===== src/rtl/exp_win_pkg.sv =====
package exp_win_pkg;
  typedef enum logic [1:0] {
    SRC_SRAM = 2'd0,
    SRC_CARD = 2'd1,
    SRC_AUX  = 2'd2,
    SRC_PASS = 2'd3
  } win_src_e;

  localparam logic [15:0] ON_ADDR      = 16'hDF7E;
  localparam logic [15:0] OFF_ADDR     = 16'hDF7F;
  localparam logic [15:0] SRC_BASE     = 16'hDFC0;
  localparam logic [15:0] PAGE_BASE    = 16'hDFA0;
  localparam logic [15:0] ROM_ON_ADDR  = 16'hDF60;
  localparam logic [15:0] ROM_OFF_ADDR = 16'hDF70;
  localparam logic [7:0]  AUX_LAST     = 8'h0A;
  localparam logic [7:0]  PIO_BASE     = 8'h40;
  localparam logic [6:0]  IO_TAG       = 7'h6F;  // addr[15:9] of $DE00-$DFFF
endpackage


===== src/rtl/ewc_trig_decode.sv =====
module ewc_trig_decode
  import exp_win_pkg::*;
#(
  parameter int AW         = 16,
  parameter int PAGE_BYTES = 2
) (
  input  logic [AW-1:0]         addr_i,
  input  logic                  wr_i,
  input  logic                  active_i,
  output logic                  on_o,
  output logic                  off_o,
  output logic                  src_wr_o,
  output win_src_e              src_sel_o,
  output logic [PAGE_BYTES-1:0] pg_wr_o,
  output logic                  rom_on_o,
  output logic                  rom_off_o
);
  logic cfg_wr;
  assign cfg_wr    = wr_i && active_i;
  assign on_o      = wr_i && (addr_i == ON_ADDR);
  assign off_o     = wr_i && (addr_i == OFF_ADDR);
  assign src_wr_o  = cfg_wr && (addr_i[AW-1:2] == SRC_BASE[AW-1:2]);
  assign src_sel_o = win_src_e'(addr_i[1:0]);
  assign rom_on_o  = cfg_wr && (addr_i == ROM_ON_ADDR);
  assign rom_off_o = cfg_wr && (addr_i == ROM_OFF_ADDR);

  for (genvar g = 0; g < PAGE_BYTES; g++) begin : g_pg
    assign pg_wr_o[g] = cfg_wr && (addr_i == PAGE_BASE + AW'(g));
  end
endmodule


===== src/rtl/ewc_mode_regs.sv =====
module ewc_mode_regs
  import exp_win_pkg::*;
#(
  parameter int DW         = 8,
  parameter int PAGE_BYTES = 2,
  localparam int PW        = DW * PAGE_BYTES
) (
  input  logic                  clk_i,
  input  logic                  rst_ni,
  input  logic [DW-1:0]         data_i,
  input  logic                  wr_i,
  input  logic                  on_i,
  input  logic                  off_i,
  input  logic                  src_wr_i,
  input  win_src_e              src_sel_i,
  input  logic [PAGE_BYTES-1:0] pg_wr_i,
  input  logic                  rom_on_i,
  input  logic                  rom_off_i,
  output logic                  active_o,
  output win_src_e              src_o,
  output logic [PW-1:0]         page_o,
  output logic                  rom_en_o
);
  always_ff @(posedge clk_i or negedge rst_ni) begin
    if (!rst_ni) begin
      active_o <= 1'b0;
      src_o    <= SRC_SRAM;
      rom_en_o <= 1'b0;
    end else begin
      if (on_i)          active_o <= 1'b1;
      else if (off_i)    active_o <= 1'b0;
      if (src_wr_i)      src_o    <= src_sel_i;
      if (rom_on_i)      rom_en_o <= 1'b1;
      else if (rom_off_i) rom_en_o <= 1'b0;
    end
  end

  for (genvar g = 0; g < PAGE_BYTES; g++) begin : g_pg
    always_ff @(posedge clk_i or negedge rst_ni) begin
      if (!rst_ni)        page_o[g*DW +: DW] <= '0;
      else if (pg_wr_i[g]) page_o[g*DW +: DW] <= data_i;
    end


    pg_latch_chk: assert property (@(posedge clk_i) disable iff (!rst_ni)
      pg_wr_i[g] |=> page_o[g*DW +: DW] == $past(data_i));
  end


  turn_on_chk: assert property (@(posedge clk_i) disable iff (!rst_ni)
    on_i |=> active_o);

  turn_off_chk: assert property (@(posedge clk_i) disable iff (!rst_ni)
    (off_i && !on_i) |=> !active_o);

  src_latch_chk: assert property (@(posedge clk_i) disable iff (!rst_ni)
    src_wr_i |=> src_o == $past(src_sel_i));

  rom_set_chk: assert property (@(posedge clk_i) disable iff (!rst_ni)
    rom_on_i |=> rom_en_o);

  no_write_hold_chk: assert property (@(posedge clk_i) disable iff (!rst_ni)
    !wr_i |=> $stable({active_o, src_o, page_o, rom_en_o}));
endmodule


===== src/rtl/ewc_route.sv =====
module ewc_route
  import exp_win_pkg::*;
#(
  parameter int AW      = 16,
  parameter int WIN_W   = 8,
  parameter int PAGE_W  = 16,
  parameter int SRAM_AW = 13,
  localparam int SRAM_PG_W = SRAM_AW - WIN_W
) (
  input  logic                    clk_i,
  input  logic                    rst_ni,
  input  logic [AW-1:0]           addr_i,
  input  logic                    bus_i,
  input  logic                    active_i,
  input  logic                    direct_i,
  input  win_src_e                src_i,
  input  logic [PAGE_W-1:0]       page_i,
  output logic                    cs_sram_o,
  output logic                    cs_card_o,
  output logic                    cs_aux_o,
  output logic                    cs_pass_o,
  output logic                    cs_pio_o,
  output logic [1:0]              pio_reg_o,
  output logic [PAGE_W+WIN_W-1:0] card_addr_o,
  output logic [SRAM_AW-1:0]      sram_addr_o
);
  logic in_io;
  logic [3:0] win_hit;

  assign in_io = addr_i[AW-1:9] == IO_TAG;

  for (genvar g = 0; g < 4; g++) begin : g_win
    assign win_hit[g] = src_i == win_src_e'(g);
  end

  always_comb begin
    cs_sram_o = 1'b0;
    cs_card_o = 1'b0;
    cs_aux_o  = 1'b0;
    cs_pass_o = 1'b0;
    cs_pio_o  = 1'b0;
    if (bus_i && in_io) begin
      if (!active_i) begin
        cs_aux_o  = direct_i;
        cs_pass_o = !direct_i;
      end else if (!addr_i[8]) begin
        cs_sram_o = win_hit[SRC_SRAM];
        cs_card_o = win_hit[SRC_CARD];
        cs_aux_o  = win_hit[SRC_AUX];
        cs_pass_o = win_hit[SRC_PASS];
      end else if (addr_i[7:0] <= AUX_LAST) begin
        cs_aux_o = 1'b1;
      end else if (addr_i[7:2] == PIO_BASE[7:2]) begin
        cs_pio_o = 1'b1;
      end
    end
  end

  assign pio_reg_o   = addr_i[1:0];
  assign card_addr_o = {page_i, addr_i[WIN_W-1:0]};
  assign sram_addr_o = {{SRAM_PG_W{1'b0}}, addr_i[WIN_W-1:0]};


  one_cs_chk: assert property (@(posedge clk_i) disable iff (!rst_ni)
    $onehot0({cs_sram_o, cs_card_o, cs_aux_o, cs_pass_o, cs_pio_o}));

  outside_quiet_chk: assert property (@(posedge clk_i) disable iff (!rst_ni)
    (!bus_i || !in_io) |-> !(cs_sram_o || cs_card_o || cs_aux_o || cs_pass_o || cs_pio_o));

  off_route_chk: assert property (@(posedge clk_i) disable iff (!rst_ni)
    (bus_i && in_io && !active_i) |-> (direct_i ? cs_aux_o : cs_pass_o));
endmodule


===== src/rtl/exp_window_ctrl.sv =====
module exp_window_ctrl
  import exp_win_pkg::*;
#(
  parameter int AW         = 16,
  parameter int DW         = 8,
  parameter int PAGE_BYTES = 2,
  parameter int SRAM_AW    = 13,
  localparam int PAGE_W    = DW * PAGE_BYTES,
  localparam int CARD_AW   = PAGE_W + DW
) (
  input  logic               clk_i,
  input  logic               rst_ni,
  input  logic [AW-1:0]      addr_i,
  input  logic [DW-1:0]      data_i,
  input  logic               wr_i,
  input  logic               rd_i,
  input  logic               direct_i,
  output logic               cs_sram_o,
  output logic               cs_card_o,
  output logic               cs_aux_o,
  output logic               cs_pass_o,
  output logic               cs_pio_o,
  output logic [1:0]         pio_reg_o,
  output logic [CARD_AW-1:0] card_addr_o,
  output logic [SRAM_AW-1:0] sram_addr_o,
  output logic               rom_en_o
);
  logic                  active, on, off, src_wr, rom_on, rom_off;
  win_src_e              src_sel, src;
  logic [PAGE_BYTES-1:0] pg_wr;
  logic [PAGE_W-1:0]     page;

  ewc_trig_decode #(.AW(AW), .PAGE_BYTES(PAGE_BYTES)) u_trig (
    .addr_i   (addr_i),
    .wr_i     (wr_i),
    .active_i (active),
    .on_o     (on),
    .off_o    (off),
    .src_wr_o (src_wr),
    .src_sel_o(src_sel),
    .pg_wr_o  (pg_wr),
    .rom_on_o (rom_on),
    .rom_off_o(rom_off)
  );

  ewc_mode_regs #(.DW(DW), .PAGE_BYTES(PAGE_BYTES)) u_regs (
    .clk_i    (clk_i),
    .rst_ni   (rst_ni),
    .data_i   (data_i),
    .wr_i     (wr_i),
    .on_i     (on),
    .off_i    (off),
    .src_wr_i (src_wr),
    .src_sel_i(src_sel),
    .pg_wr_i  (pg_wr),
    .rom_on_i (rom_on),
    .rom_off_i(rom_off),
    .active_o (active),
    .src_o    (src),
    .page_o   (page),
    .rom_en_o (rom_en_o)
  );

  ewc_route #(.AW(AW), .WIN_W(DW), .PAGE_W(PAGE_W), .SRAM_AW(SRAM_AW)) u_route (
    .clk_i      (clk_i),
    .rst_ni     (rst_ni),
    .addr_i     (addr_i),
    .bus_i      (rd_i || wr_i),
    .active_i   (active),
    .direct_i   (direct_i),
    .src_i      (src),
    .page_i     (page),
    .cs_sram_o  (cs_sram_o),
    .cs_card_o  (cs_card_o),
    .cs_aux_o   (cs_aux_o),
    .cs_pass_o  (cs_pass_o),
    .cs_pio_o   (cs_pio_o),
    .pio_reg_o  (pio_reg_o),
    .card_addr_o(card_addr_o),
    .sram_addr_o(sram_addr_o)
  );
endmodule


===== config.mk =====
export PLATFORM = sky130hd
export DESIGN_NAME = exp_window_ctrl
export DESIGN_NICKNAME = d
export VERILOG_FILES = /design/src/rtl/exp_win_pkg.sv /design/src/rtl/ewc_trig_decode.sv /design/src/rtl/ewc_mode_regs.sv /design/src/rtl/ewc_route.sv /design/src/rtl/exp_window_ctrl.sv
export SDC_FILE = /design/constraint.sdc
export NUM_CORES = 1
export LEC_CHECK = 0
export BUFFER_PORTS_ARGS = -buffer_cell sky130_fd_sc_hd__buf_2
export CORE_UTILIZATION = 42
export DETAILED_ROUTE_END_ITERATION = 7
export PLACE_DENSITY = 0.79
export SYNTH_ARGS = -nofsm -noshare
export SYNTH_HDL_FRONTEND = slang
export SYNTH_SLANG_ARGS = --single-unit

===== constraint.sdc =====
create_clock -name clk_i -period 2.1 [get_ports clk_i]
set_clock_uncertainty 0.15 [all_clocks]
set_input_delay 0.42 -clock clk_i [delete_from_list [all_inputs] [get_ports clk_i]]
set_output_delay 0.42 -clock clk_i [all_outputs]
set_load 0.05 [all_outputs]

==> results.sh <==
export IMPL_status="finished, violations left"
export IMPL_failed_checks="setup timing"
export IMPL_antenna_found_initial=0
export IMPL_synth_edff_count=0
export IMPL_ys_types=31
export IMPL_dieArea_um2=2980
export IMPL_hold_violations=0
export IMPL_cts_tree="built"
export IMPL_drive_above_1_share_pct=69.6
export IMPL_fp_dieH_um=54.6
export IMPL_overflow=0
export IMPL_powerDensity_nw_per_um2=447
export IMPL_hold_path_class="in -> reg"
export IMPL_multi_input_area_um2=607
export IMPL_drtPass1Iterations=3
export IMPL_worstPathMaxFanout=2
export IMPL_syn_area_um2=1160
export IMPL_period_minus_slack_ps=2250
export IMPL_seq_area_um2=500
export IMPL_fin_util_pct=66.3
export IMPL_fin_ws_ps=-146
export IMPL_fin_crit_sh_pct=107
export IMPL_synth_seq_area_share_pct=43.1
export IMPL_nNetsFinal=202
export IMPL_cp_required_ps=1530
export IMPL_finalMaxSlewViolations=0
export IMPL_grt_max_degree=21
export IMPL_gp_congestion=0.834
export IMPL_yosys_warnings=0
export IMPL_vias=1014
export IMPL_routedWlPerCell_um=13.5
export IMPL_crit_path_end_kind="primary output"
export IMPL_start_util_pct=45.7
export IMPL_dp_hpwl_um=2180
export IMPL_rsz0062_at_grt="true"
export IMPL_place_area_um2=1590
export IMPL_setup_viol=2
export IMPL_syn_avg_cell_area_um2=11.3
export IMPL_synthArstFlopShare_pct=100
export IMPL_ys_ff_latch=20
export IMPL_syn_to_final_growth_pct=45.1
export IMPL_grt_pass1_wl_um=3960
export IMPL_grt_use_total_pct=19.3
export IMPL_cts_root_buf="clkbuf_4"
export IMPL_clkSlewWorstSetupHoldPaths_ps=90
export IMPL_cts_path_max_buffers=2
export IMPL_port_buffers=68
export IMPL_first_iter_violations=1
export IMPL_grt_pass1_vias=907
export IMPL_worstSetupPathType="in -> out"
export IMPL_stdcell_area_um2=1690
export IMPL_synth_top_cell_by_area="dfrtp_1"
export IMPL_ir_drop_mv=0.431
export IMPL_ios=74
export IMPL_synthDominantCellAreaShare_pct=43.1
export IMPL_clock_sinks=20
export IMPL_synth_area_top_cells="dfrtp_1, mux2_2, buf_4"
export IMPL_syn_inst=103
export IMPL_cts_buffers=3
export IMPL_n_antenna_cell=0
export IMPL_viasPerCell=5.04
export IMPL_fmax_mhz=445
export IMPL_rows=18
export IMPL_synth_commonest_cells="buf_4, dfrtp_1, mux2_2"
export IMPL_core_area_um2=2540
export IMPL_cap_violations=0
export IMPL_dp_worst_setup_slack_ps=-224
export IMPL_clock_latency_ps=300
export IMPL_whs_ps=194
export IMPL_ant_nets=0
export IMPL_ctsHtreeMaxLevel=1
export IMPL_p_leak_uw=0.000918
export IMPL_wirelength_um=2720
export IMPL_die_width_um=54.6
export IMPL_drcViolationCount=0
export IMPL_critPathArrivalTime_ps=1680
export IMPL_fill_cells=221
export IMPL_p_total_uw=753
export IMPL_synth_flop_cell="dfrtp_1"
export IMPL_cp_start_kind="primary input"
export IMPL_synth_most_common_cell="buf_4"
==> flip-flops by register name (all words and copies together), names as in the netlist <==
| name | cells |
|---|---|
| u_regs.active_o | 1 |
| u_regs.page_o | 16 |
| u_regs.rom_en_o | 1 |
| u_regs.src_o | 2 |
==> cells in the final DEF (no fill, tap or decap), drive strengths merged <==
cell / count
nor4b: 2
nand4: 1
mux2i: 1
a21o: 1
and4b: 1
nand2: 5
nor4: 2
a21oi: 1
and3: 1
clkbuf: 3
conb: 5
or4: 1
nor2: 5
buf: 83
nand3: 4
or3: 1
mux2: 18
o31ai: 1
a2111oi: 1
a31oi: 1
dfrtp: 20
or4b: 1
nand4b: 1
nor3: 4
inv: 1
o211a: 1
nand2b: 2
o41ai: 1
dlygate4sd3: 1
nor3b: 1
==> metrics by stage <==
step	setup TNS (ps)	cells
2_1_floorplan	-274	107
6_report	-222	201
3_5_place_dp	-1730	195
4_1_cts	-208	200
3_3_place_gp	-1210	195
5_1_grt	-318	201
==> critical path: stages <==
cell	delay [ps]
buf_6	100
or4_4	530
a21oi_4	150
nor2_2	60
a2111oi_4	210
buf_6	210
==> final timing paths <==
| kind | startpoint | endpoint | slack, ps | cells past startpoint |
|---|---|---|---|---|
| max | addr_i[7] | cs_aux_o | -150 | 6 |
| min | data_i[4] | u_regs.page_o[4] | 190 | 2 |
| max reg2reg | u_regs.active_o | u_regs.page_o[1] | 90 | 5 |
| min reg2reg | u_regs.page_o[4] | u_regs.page_o[4] | 350 | 1 |
| max in group asynchronous | rst_ni | u_regs.rom_en_o | 1050 | 2 |
| min in group asynchronous | rst_ni | u_regs.page_o[0] | 440 | 2 |
==> repair_timing <==
action	in CTS	in global routing
buffers inserted	1	2
hold buffers	1	0
endpoints found under the hold margin	20	0
setup endpoints to repair	5	5
resized for setup	13	2
pin swaps	0	1
==> metal layers <==
metal,part of all wire [%],GRT usage (%)
met1,39,20.6
met2,54,37.8
met3,6.4,1.67
met4,1.3,7.69
met5,0,0
==> report_power, final <==
group,internal (µW),switching (µW)
clock,66.9,105
combinational,57.8,138
sequential,385,0.174
==> cell type report <==
class                      count  area share (%)
inverter                       1           0.223
clock buffer                   3            1.34
tap                           30            2.23
multi-input combinational     63            36.0
timing repair buffer          84            30.6
sequential                    20            29.7
==> cell families (layout without fill, tap and decap cells) <==
logic type | after synthesis | in the layout | share of synthesized area [%]
AOI/OAI and AO/OA | 7 | 7 | 4.63
and+or+nand+nor | 32 | 32 | 18.5
buffers and inverters | 24 | 88 | 15.2
other | 1 | 5 | 0.323
muxes | 19 | 19 | 18.3
DFF | 20 | 20 | 43.1
Power figures use the tool's default switching activity.
